==> src/rtl/stamp_cap_pkg.sv <==
package stamp_cap_pkg;
  localparam int ADDR_W = 3;
  localparam int NUM_LANES = 2;
  localparam int LANE_RX = 0;
  localparam int LANE_TX = 1;
  localparam int CTRL_EN_BIT = 0;
  localparam int CTRL_VALID_BIT = 1;

  typedef enum logic [1:0] {
    SEL_CTRL = 2'd0,
    SEL_LO   = 2'd1,
    SEL_HI   = 2'd2,
    SEL_DROP = 2'd3
  } reg_sel_e;
endpackage

==> src/rtl/stamp_lane.sv <==
module stamp_lane #(
  parameter int TIME_W = 64,
  parameter int DROP_W = 16
) (
  input  logic              clk,
  input  logic              rst,
  input  logic              ctrl_wr,
  input  logic              en_wdata,
  input  logic              hi_rd,
  input  logic              strobe,
  input  logic [TIME_W-1:0] time_in,
  output logic              enable,
  output logic              valid,
  output logic [TIME_W-1:0] stamp,
  output logic [DROP_W-1:0] drops
);
  localparam logic [DROP_W-1:0] DROP_MAX = {DROP_W{1'b1}};

  logic capture;
  logic dropped;

  // capture only when armed and not colliding with the releasing read
  assign capture = strobe & enable & ~valid & ~hi_rd;
  assign dropped = strobe & ~capture;

  always_ff @(posedge clk) begin
    if (rst) begin
      enable <= 1'b0;
    end else if (ctrl_wr) begin
      enable <= en_wdata;
    end
  end

  always_ff @(posedge clk) begin
    if (rst) begin
      valid <= 1'b0;
    end else if (ctrl_wr && !en_wdata) begin
      valid <= 1'b0;
    end else if (hi_rd) begin
      valid <= 1'b0;
    end else if (capture) begin
      valid <= 1'b1;
    end
  end

  always_ff @(posedge clk) begin
    if (rst) begin
      stamp <= '0;
    end else if (capture && !(ctrl_wr && !en_wdata)) begin
      stamp <= time_in;
    end
  end

  always_ff @(posedge clk) begin
    if (rst) begin
      drops <= '0;
    end else if ((dropped || (capture && ctrl_wr && !en_wdata)) && drops != DROP_MAX) begin
      drops <= drops + 1'b1;
    end
  end
endmodule

==> src/rtl/stamp_regs.sv <==
module stamp_regs
  import stamp_cap_pkg::*;
#(
  parameter int WORD_W = 32,
  parameter int DROP_W = 16
) (
  input  logic                                 clk,
  input  logic                                 rst,
  input  logic                                 reg_wr,
  input  logic                                 reg_rd,
  input  logic [ADDR_W-1:0]                    reg_addr,
  input  logic [NUM_LANES-1:0]                 lane_en,
  input  logic [NUM_LANES-1:0]                 lane_valid,
  input  logic [NUM_LANES-1:0][2*WORD_W-1:0]   lane_stamp,
  input  logic [NUM_LANES-1:0][DROP_W-1:0]     lane_drops,
  output logic [NUM_LANES-1:0]                 ctrl_wr,
  output logic [NUM_LANES-1:0]                 hi_rd,
  output logic [WORD_W-1:0]                    reg_rdata
);
  reg_sel_e   sel;
  logic       lane_sel;
  logic [WORD_W-1:0] rd_mux;

  assign sel      = reg_sel_e'(reg_addr[1:0]);
  assign lane_sel = reg_addr[ADDR_W-1];

  for (genvar g = 0; g < NUM_LANES; g++) begin : g_dec
    assign ctrl_wr[g] = reg_wr && (lane_sel == 1'(g)) && (sel == SEL_CTRL);
    assign hi_rd[g]   = reg_rd && (lane_sel == 1'(g)) && (sel == SEL_HI);
  end

  always_comb begin
    rd_mux = '0;
    unique case (sel)
      SEL_CTRL: begin
        rd_mux[CTRL_EN_BIT]    = lane_en[lane_sel];
        rd_mux[CTRL_VALID_BIT] = lane_valid[lane_sel];
      end
      SEL_LO:   rd_mux = lane_stamp[lane_sel][WORD_W-1:0];
      SEL_HI:   rd_mux = lane_stamp[lane_sel][2*WORD_W-1:WORD_W];
      SEL_DROP: rd_mux[DROP_W-1:0] = lane_drops[lane_sel];
      default:  rd_mux = '0;
    endcase
  end

  always_ff @(posedge clk) begin
    if (rst) begin
      reg_rdata <= '0;
    end else if (reg_rd) begin
      reg_rdata <= rd_mux;
    end
  end
endmodule

==> src/rtl/pkt_stamp_capture.sv <==
module pkt_stamp_capture
  import stamp_cap_pkg::*;
#(
  parameter int WORD_W = 32,
  parameter int DROP_W = 16
) (
  input  logic                clk,
  input  logic                rst,
  input  logic                rx_event,
  input  logic                tx_event,
  input  logic [2*WORD_W-1:0] time_now,
  input  logic                reg_wr,
  input  logic                reg_rd,
  input  logic [2:0]          reg_addr,
  input  logic [WORD_W-1:0]   reg_wdata,
  output logic [WORD_W-1:0]   reg_rdata
);
  localparam int TIME_W = 2 * WORD_W;

  logic [NUM_LANES-1:0]               strobes;
  logic [NUM_LANES-1:0]               ctrl_wr;
  logic [NUM_LANES-1:0]               hi_rd;
  logic [NUM_LANES-1:0]               lane_en;
  logic [NUM_LANES-1:0]               lane_valid;
  logic [NUM_LANES-1:0][TIME_W-1:0]   lane_stamp;
  logic [NUM_LANES-1:0][DROP_W-1:0]   lane_drops;

  assign strobes[LANE_RX] = rx_event;
  assign strobes[LANE_TX] = tx_event;

  for (genvar g = 0; g < NUM_LANES; g++) begin : g_lane
    stamp_lane #(
      .TIME_W (TIME_W),
      .DROP_W (DROP_W)
    ) u_lane (
      .clk      (clk),
      .rst      (rst),
      .ctrl_wr  (ctrl_wr[g]),
      .en_wdata (reg_wdata[CTRL_EN_BIT]),
      .hi_rd    (hi_rd[g]),
      .strobe   (strobes[g]),
      .time_in  (time_now),
      .enable   (lane_en[g]),
      .valid    (lane_valid[g]),
      .stamp    (lane_stamp[g]),
      .drops    (lane_drops[g])
    );
  end

  stamp_regs #(
    .WORD_W (WORD_W),
    .DROP_W (DROP_W)
  ) u_regs (
    .clk        (clk),
    .rst        (rst),
    .reg_wr     (reg_wr),
    .reg_rd     (reg_rd),
    .reg_addr   (reg_addr),
    .lane_en    (lane_en),
    .lane_valid (lane_valid),
    .lane_stamp (lane_stamp),
    .lane_drops (lane_drops),
    .ctrl_wr    (ctrl_wr),
    .hi_rd      (hi_rd),
    .reg_rdata  (reg_rdata)
  );
endmodule

==> config.mk <==
export PLATFORM = sky130hd
export DESIGN_NAME = pkt_stamp_capture
export DESIGN_NICKNAME = d
export VERILOG_FILES = /design/src/rtl/stamp_cap_pkg.sv /design/src/rtl/stamp_lane.sv /design/src/rtl/stamp_regs.sv /design/src/rtl/pkt_stamp_capture.sv
export SDC_FILE = /design/constraint.sdc
export NUM_CORES = 1
export LEC_CHECK = 0
export BUFFER_PORTS_ARGS = -buffer_cell sky130_fd_sc_hd__buf_4
export CAP_MARGIN = 15
export CORE_ASPECT_RATIO = 1.5
export CORE_MARGIN = 2
export CORE_UTILIZATION = 30
export DETAILED_ROUTE_END_ITERATION = 8
export GPL_TIMING_DRIVEN = 0
export PLACE_DENSITY_LB_ADDON = 0.08
export SETUP_SLACK_MARGIN = 0.1
export SLEW_MARGIN = 0
export SYNTH_ARGS = -nofsm -noshare
export SYNTH_HDL_FRONTEND = slang
export SYNTH_SLANG_ARGS = --single-unit
==> constraint.sdc <==
create_clock -name clk -period 2.4 [get_ports clk]
set_clock_uncertainty 0.05 [all_clocks]
set_input_delay 0.48 -clock clk [delete_from_list [all_inputs] [get_ports clk]]
set_output_delay 0.48 -clock clk [all_outputs]
set_load 0.01 [all_outputs]
==> results of run 1 <==
## through the flow
stage	hold slack, ns	utilization	power (W)	TNS (ns)	setup WS [ns]
floorplan	0.383	-	0.00363	0	0.315
global route	0.239	0.366	0.00678	0	0.102
detailed placement	0.394	0.347	0.00394	-40.79	-0.371
finish	0.242	0.366	0.00654	0	0.200
global placement	0.388	0.347	0.00394	-40.88	-0.385
CTS	0.222	0.365	0.00663	0	0.106
## final cells by class
class / count / area, µm²
inverters: 8 / 30.0
fillers: 3242 / 18600
multi-input cells: 804 / 4470
clock inverters: 6 / 57.6
repair buffers: 108 / 823
flip-flops and latches: 196 / 3920
well taps: 395 / 494
plain buffers: 87 / 472
clock buffers: 23 / 458
## power breakdown
part / switching [W] / leakage (nW) / internal, W
combinational: 0.000349 / 1.97 / 0.000199
sequential: 0.0000254 / 1.58 / 0.00328
clock: 0.00125 / 0.253 / 0.00144
total: 0.00163 / 3.81 / 0.00492
## cells in the final DEF (no fill, tap or decap), types with 3 or more instances in the layout
cell         n
and2_1       3
a21oi_1    192
nand2_1    301
mux2_2      38
clkinv_2     4
nand4_1     12
and3_1       8
ha_1         7
mux2i_1      4
clkbuf_16   17
inv_1        8
nor2_1      35
buf_2       19
a22oi_1     30
nor4_4       3
clkbuf_2     4
a22o_1      16
nand2b_1    14
or4_1       16
buf_4      108
nor4_1      11
buf_6       15
nor2b_1     30
a31oi_1     14
clkbuf_1    47
nand3_1     20
mux2_1       8
dfxtp_1    196
o31ai_1     14
buf_1        6
## metal layers
| metal | wire [µm] | track usage |
|---|---|---|
| met4 | 1020 | 0.0916 |
| met1 | 13100 | 0.242 |
| met2 | 17100 | 0.384 |
| met5 | 0 | 0 |
| met3 | 921 | 0.0296 |
## critical path, stage by stage (launching register included)
cell,delay (ns)
dfxtp_1,0.47
ha_1,0.26
nand4_1,0.19
o41ai_4,0.51
buf_6,0.21
buf_6,0.15
nor3b_1,0.05
o21ba_1,0.20
## registers in the layout, summed over array words and instances, names as in the netlist
name and count:
g_lane.u_lane.stamp 128, g_lane.u_lane.drops 32, g_lane.u_lane.valid 2, u_regs.reg_rdata 32, g_lane.u_lane.enable 2
## repair_timing
item | CTS | global route
setup buffers | 0 | 5
endpoints found under the setup margin | 42 | 93
pin swaps | 2 | 4
gates resized for setup | 1 | 5
hold buffers | 0 | 0
## final timing paths
check | slack (ns) | end | cells after the start
setup reg to reg | 0.20 | g_lane[0].u_lane.drops[1] | 7
hold reg to reg | 0.40 | g_lane[1].u_lane.stamp[29] | 2
setup / recovery | 0.20 | g_lane[0].u_lane.drops[1] | 7
hold / removal | 0.24 | g_lane[1].u_lane.stamp[17] | 3
## cell families (layout without fill, tap and decap cells)
| kind of cell | after synthesis | in the layout |
|---|---|---|
| AND/OR/NAND/NOR | 465 | 465 |
| adder cells (fa/ha/maj) | 7 | 7 |
| flip-flops | 196 | 196 |
| AO/OA/AOI/OAI | 282 | 282 |
| buffers and inverters | 95 | 232 |
| multiplexers | 50 | 50 |
==> qor.yml, run 1 <==
worstPathMaxFanout: 10
worstSetupStartpointType: "flip-flop"
cts_buffers: 17
worst_pin_slew_ns: 0.836
startpoint: "g_lane[0].u_lane.drops[1]"
route.detailed.drc: 0
outcome: "finished, final reports clean"
detail-route-antenna-nets: 0
grt_max_degree: 17
async_flop_share: 0
end_kind: "flip-flop"
placedCellCount: 1593
drive_above_1_share: 0.177
finalNonFillerCells: 1627
port_buffers: 103
synth_top_family_by_area: "simple AND/OR/NAND/NOR gates"
synth_area_um2: 8890
cts_root_buffer: "clkbuf_16"
yosys-top-cells-area: "dfxtp_1 44%, nand2_1 13%, a21oi_1 11%, mux2_2 4.8%, a22oi_1 2.5%"
clock_latency_ns: 0.44
synth-edff-count: 0
relSlewSlack: 0.443
stdcell_area_um2: 10700
final_hold_viol_count: 0
vias: 8048
gp_congestion: 0.944
cts_tree: "yes"
leakage_nw: 3.81
avgSynthCellArea_um2: 8.12
min_period_ns: 2.20
rr_startpoint: "g_lane[0].u_lane.drops[1]"
row_count: 77
core_region_area_um2: 29300
synth_compound_area_frac: 0.190
antenna_found_initial: 0
synthFlopType: "dfxtp_1"
synth_simple_gate_area_share: 0.241
drt_iter0_markers: 366
grt_pass1_vias: 8132
p_per_area_nw_per_um2: 610
yosysWarnings: 0
die_area_um2: 31100
synth_xor_area_frac: 0
diodes: 0
drv_slew: 0
max_freq_ghz: 0.455
post_drt_wl_per_cell_um: 19.7
path_clk_slew_ns: 0.07
synth.top_cells.by_count: "301 x nand2_1, 196 x dfxtp_1, 192 x a21oi_1"
critPathArrivalTime_ns: 2.49
grt_pass1_wl_mm: 48.6
fp.dieW_um: 145
cts.sinks: 196
firstDrtPassIters: 5
rsz0062_at_grt: "false"
nets: 1334
synth.top_cell.area_share: 0.441
synthMuxAreaShare: 0.0627
num_io_pins: 137
clk_path_buf_depth: 2
finalCritPeriodShare: 0.917
finalSetupViolations: 0
start_util: 0.304
synth_cell_type_count: 45
dp_hpwl_mm: 24.2
postSynthNetCount: 1207
critical_path_class: "reg -> reg"
vias_per_cell: 4.95
postSynthCellCount: 1095
worst_ep_required_time_ns: 2.69
cap_violations: 0
die_h_um: 215
min_path_type: "in -> reg"
grt-ovfl-total: 0
yosysMostFrequentCell: "nand2_1"
synth_top_cell_by_area: "dfxtp_1"
area_growth_pct: 20.7
grt_usage: 0.211
ys_ff_latch: 196
routed_wl_mm: 32.1
synth-seq-area-share: 0.441
htreeDepth: 4
placed_area_um2: 10200
vdd_drop_max_v: 0.000536
hp-start: "time_now[17]"
synth_fa_ha_area_frac: 0.00985
(Power assumes the default switching activity.)
==> run 2, diff against run 1 <==
--- a/config.mk
+++ b/config.mk
@@ -8,7 +8,7 @@
 export BUFFER_PORTS_ARGS = -buffer_cell sky130_fd_sc_hd__buf_4
 export CAP_MARGIN = 15
 export CORE_ASPECT_RATIO = 1.5
-export CORE_MARGIN = 2
+export CORE_MARGIN = 4
 export CORE_UTILIZATION = 30
 export DETAILED_ROUTE_END_ITERATION = 8
 export GPL_TIMING_DRIVEN = 0
==> constraint.sdc (replaced) <==
create_clock -name clk -period 2 [get_ports clk]
set_clock_uncertainty 0.05 [all_clocks]
set_input_delay 0.4 -clock clk [delete_from_list [all_inputs] [get_ports clk]]
set_output_delay 0.4 -clock clk [all_outputs]
set_load 0.01 [all_outputs]
==> run 2 against run 1 <==
Net effect:
- critical path depth up 1
- final area up 5.2%
- flip-flop and latch count unchanged
- routed wire length up 1.6%
- core utilization up 1.8 points
- combinational power up 30%
- worst setup slack worse by 0.12 ns
- sequential power up 20%
- first-iteration DRC count down 3.8%
- maximum frequency up 15%
- sequential share of layout area down 1.5 points
- clock-buffer cell count up 1
==> qor.yml, run 2 (synthesis results as in run 1) <==
rsz0062_at_grt: "true"
drv_slew: 0
cts_root_buffer: "clkbuf_16"
end_kind: "flip-flop"
drt_iter0_markers: 352
cts_tree: "yes"
relSlewSlack: 0.476
vdd_drop_max_v: 0.000654
cp.buffers_inverters: 3
drive_above_1_share: 0.234
placed_area_um2: 10200
p_per_area_nw_per_um2: 737
nets: 1353
firstDrtPassIters: 5
die_h_um: 219
crit_path_top_delay_cell: "or4_4"
finalSetupViolations: 0
max_freq_ghz: 0.521
cts_buffers: 17
dp_hpwl_mm: 24.2
start_util: 0.303
grt-ovfl-total: 0
post_drt_wl_per_cell_um: 19.8
die_area_um2: 32500
worst_pin_slew_ns: 0.786
cap_violations: 0
routed_wl_mm: 32.6
clock_latency_ns: 0.46
finalCritPeriodShare: 0.960
vias: 8167
row_count: 77
critical_path_class: "reg -> reg"
final_cell_mix: "301 x nand2_1, 191 x a21oi_1, 183 x dfxtp_1"
leakage_nw: 4.00
crit_chain: "ha_4 -> nand4_1 -> o41ai_4 -> buf_6 -> buf_6 -> buf_4 -> or4_4 -> a21oi_2"
stdcell_area_um2: 11300
antenna_found_initial: 0
worstPathMaxFanout: 5
crit_family: "simple AND/OR/NAND/NOR gates"
num_io_pins: 137
area_growth_pct: 26.9
outcome: "finished, final reports clean"
core_region_area_um2: 29400
grt_pass1_wl_mm: 48.8
slowest_delay_ns: 0.47
detail-route-antenna-nets: 0
whs_ns: 0.136
grt_usage: 0.200
gp_congestion: 0.800
clk_path_buf_depth: 2
cts.sinks: 196
grt_max_degree: 17
diodes: 0
crit_top_cell: "buf_6"
fp.dieW_um: 149
final_hold_viol_count: 0
min_path_type: "in -> reg"
min_period_ns: 1.92
largestRegisters: "g_lane.u_lane.stamp: 128 flops, g_lane.u_lane.drops: 32 flops, u_regs.reg_rdata: 32 flops"
htreeDepth: 4
vias_per_cell: 4.95
critPathArrivalTime_ns: 2.26
layout_commonest_cell: "nand2_1"
largest_register_ffs: 128
port_buffers: 103
worst_ep_required_time_ns: 2.34
postCtsHoldBufs: 0
grt_pass1_vias: 8147
route.detailed.drc: 0
path_clk_slew_ns: 0.07
worstSetupStartpointType: "flip-flop"
regMostFlops: "g_lane.u_lane.stamp"
==> run 2: cell count changes in the layout (fill, tap and decap cells not counted), moves of 4 or more <==
cell      delta
clkbuf_2     +9
nor4_2       +5
buf_2        -9
dfxtp_4      +6
dfxtp_2      +7
dfxtp_1     -13
clkbuf_1     -8
buf_4       +22
nor4_4       +6
buf_6        +4
ha_1         -4
nor4_1      -11
==> run 2: repair_timing <==
item	in CTS	in global routing
gates cloned	0	1
gates resized for setup	23	55
setup buffers	9	14
pin swaps	6	8
setup endpoints to repair	126	107
==> run 2: worst paths after layout <==
| check | startpoint | end | slack (ns) | cells after the start |
|---|---|---|---|---|
| worst max register to register | g_lane[0].u_lane.drops[1] | g_lane[0].u_lane.drops[14] | 0.08 | 8 |
| worst min-delay path | time_now[54] | g_lane[0].u_lane.stamp[54] | 0.14 | 3 |
| worst max-delay path | g_lane[0].u_lane.drops[1] | g_lane[0].u_lane.drops[14] | 0.08 | 8 |
| worst min register to register | g_lane[1].u_lane.stamp[17] | g_lane[1].u_lane.stamp[17] | 0.40 | 2 |
==> run 2: metrics by stage <==
step / utilization / instances / worst slack, ns / TNS [ns] / power [W]
6_report: 0.384 / 1649 / 0.0807 / 0 / 0.00832
3_3_place_gp: 0.348 / 1593 / -0.687 / -85.01 / 0.00473
5_1_grt: 0.384 / 1649 / 0.0369 / 0 / 0.00859
3_5_place_dp: 0.348 / 1593 / -0.655 / -83.36 / 0.00473
4_1_cts: 0.374 / 1634 / 0.0966 / 0 / 0.00837
2_1_floorplan: - / 1095 / 0.0936 / 0 / 0.00437
==> run 2: cell type report <==
cell class                 instances  area [µm²]
timing repair buffer             127         995
fill                            3152       18100
inverter                           8        30.0
buffer                            87         529
clock inverter                     8         125
clock buffer                      24         472
multi-input combinational        804        4690
sequential                       196        3960
tap                              395         494
==> run 2: layer usage <==
| layer | wire (µm) | track usage |
|---|---|---|
| met1 | 13100 | 0.222 |
| met3 | 819 | 0.0269 |
| met2 | 17600 | 0.379 |
| met4 | 1080 | 0.0798 |
| met5 | 0 | 0 |
==> run 2: worst min-delay path, stage by stage <==
cell	delay (ns)
buf_4	0.11
nand2_1	0.05
a21oi_1	0.05
==> run 2: report_power, final <==
group	leakage, nW	internal [W]	switching (W)
sequential	1.59	0.00394	0.0000300
clock	0.277	0.00203	0.00160
combinational	2.13	0.000272	0.000439
total	4.00	0.00624	0.00207
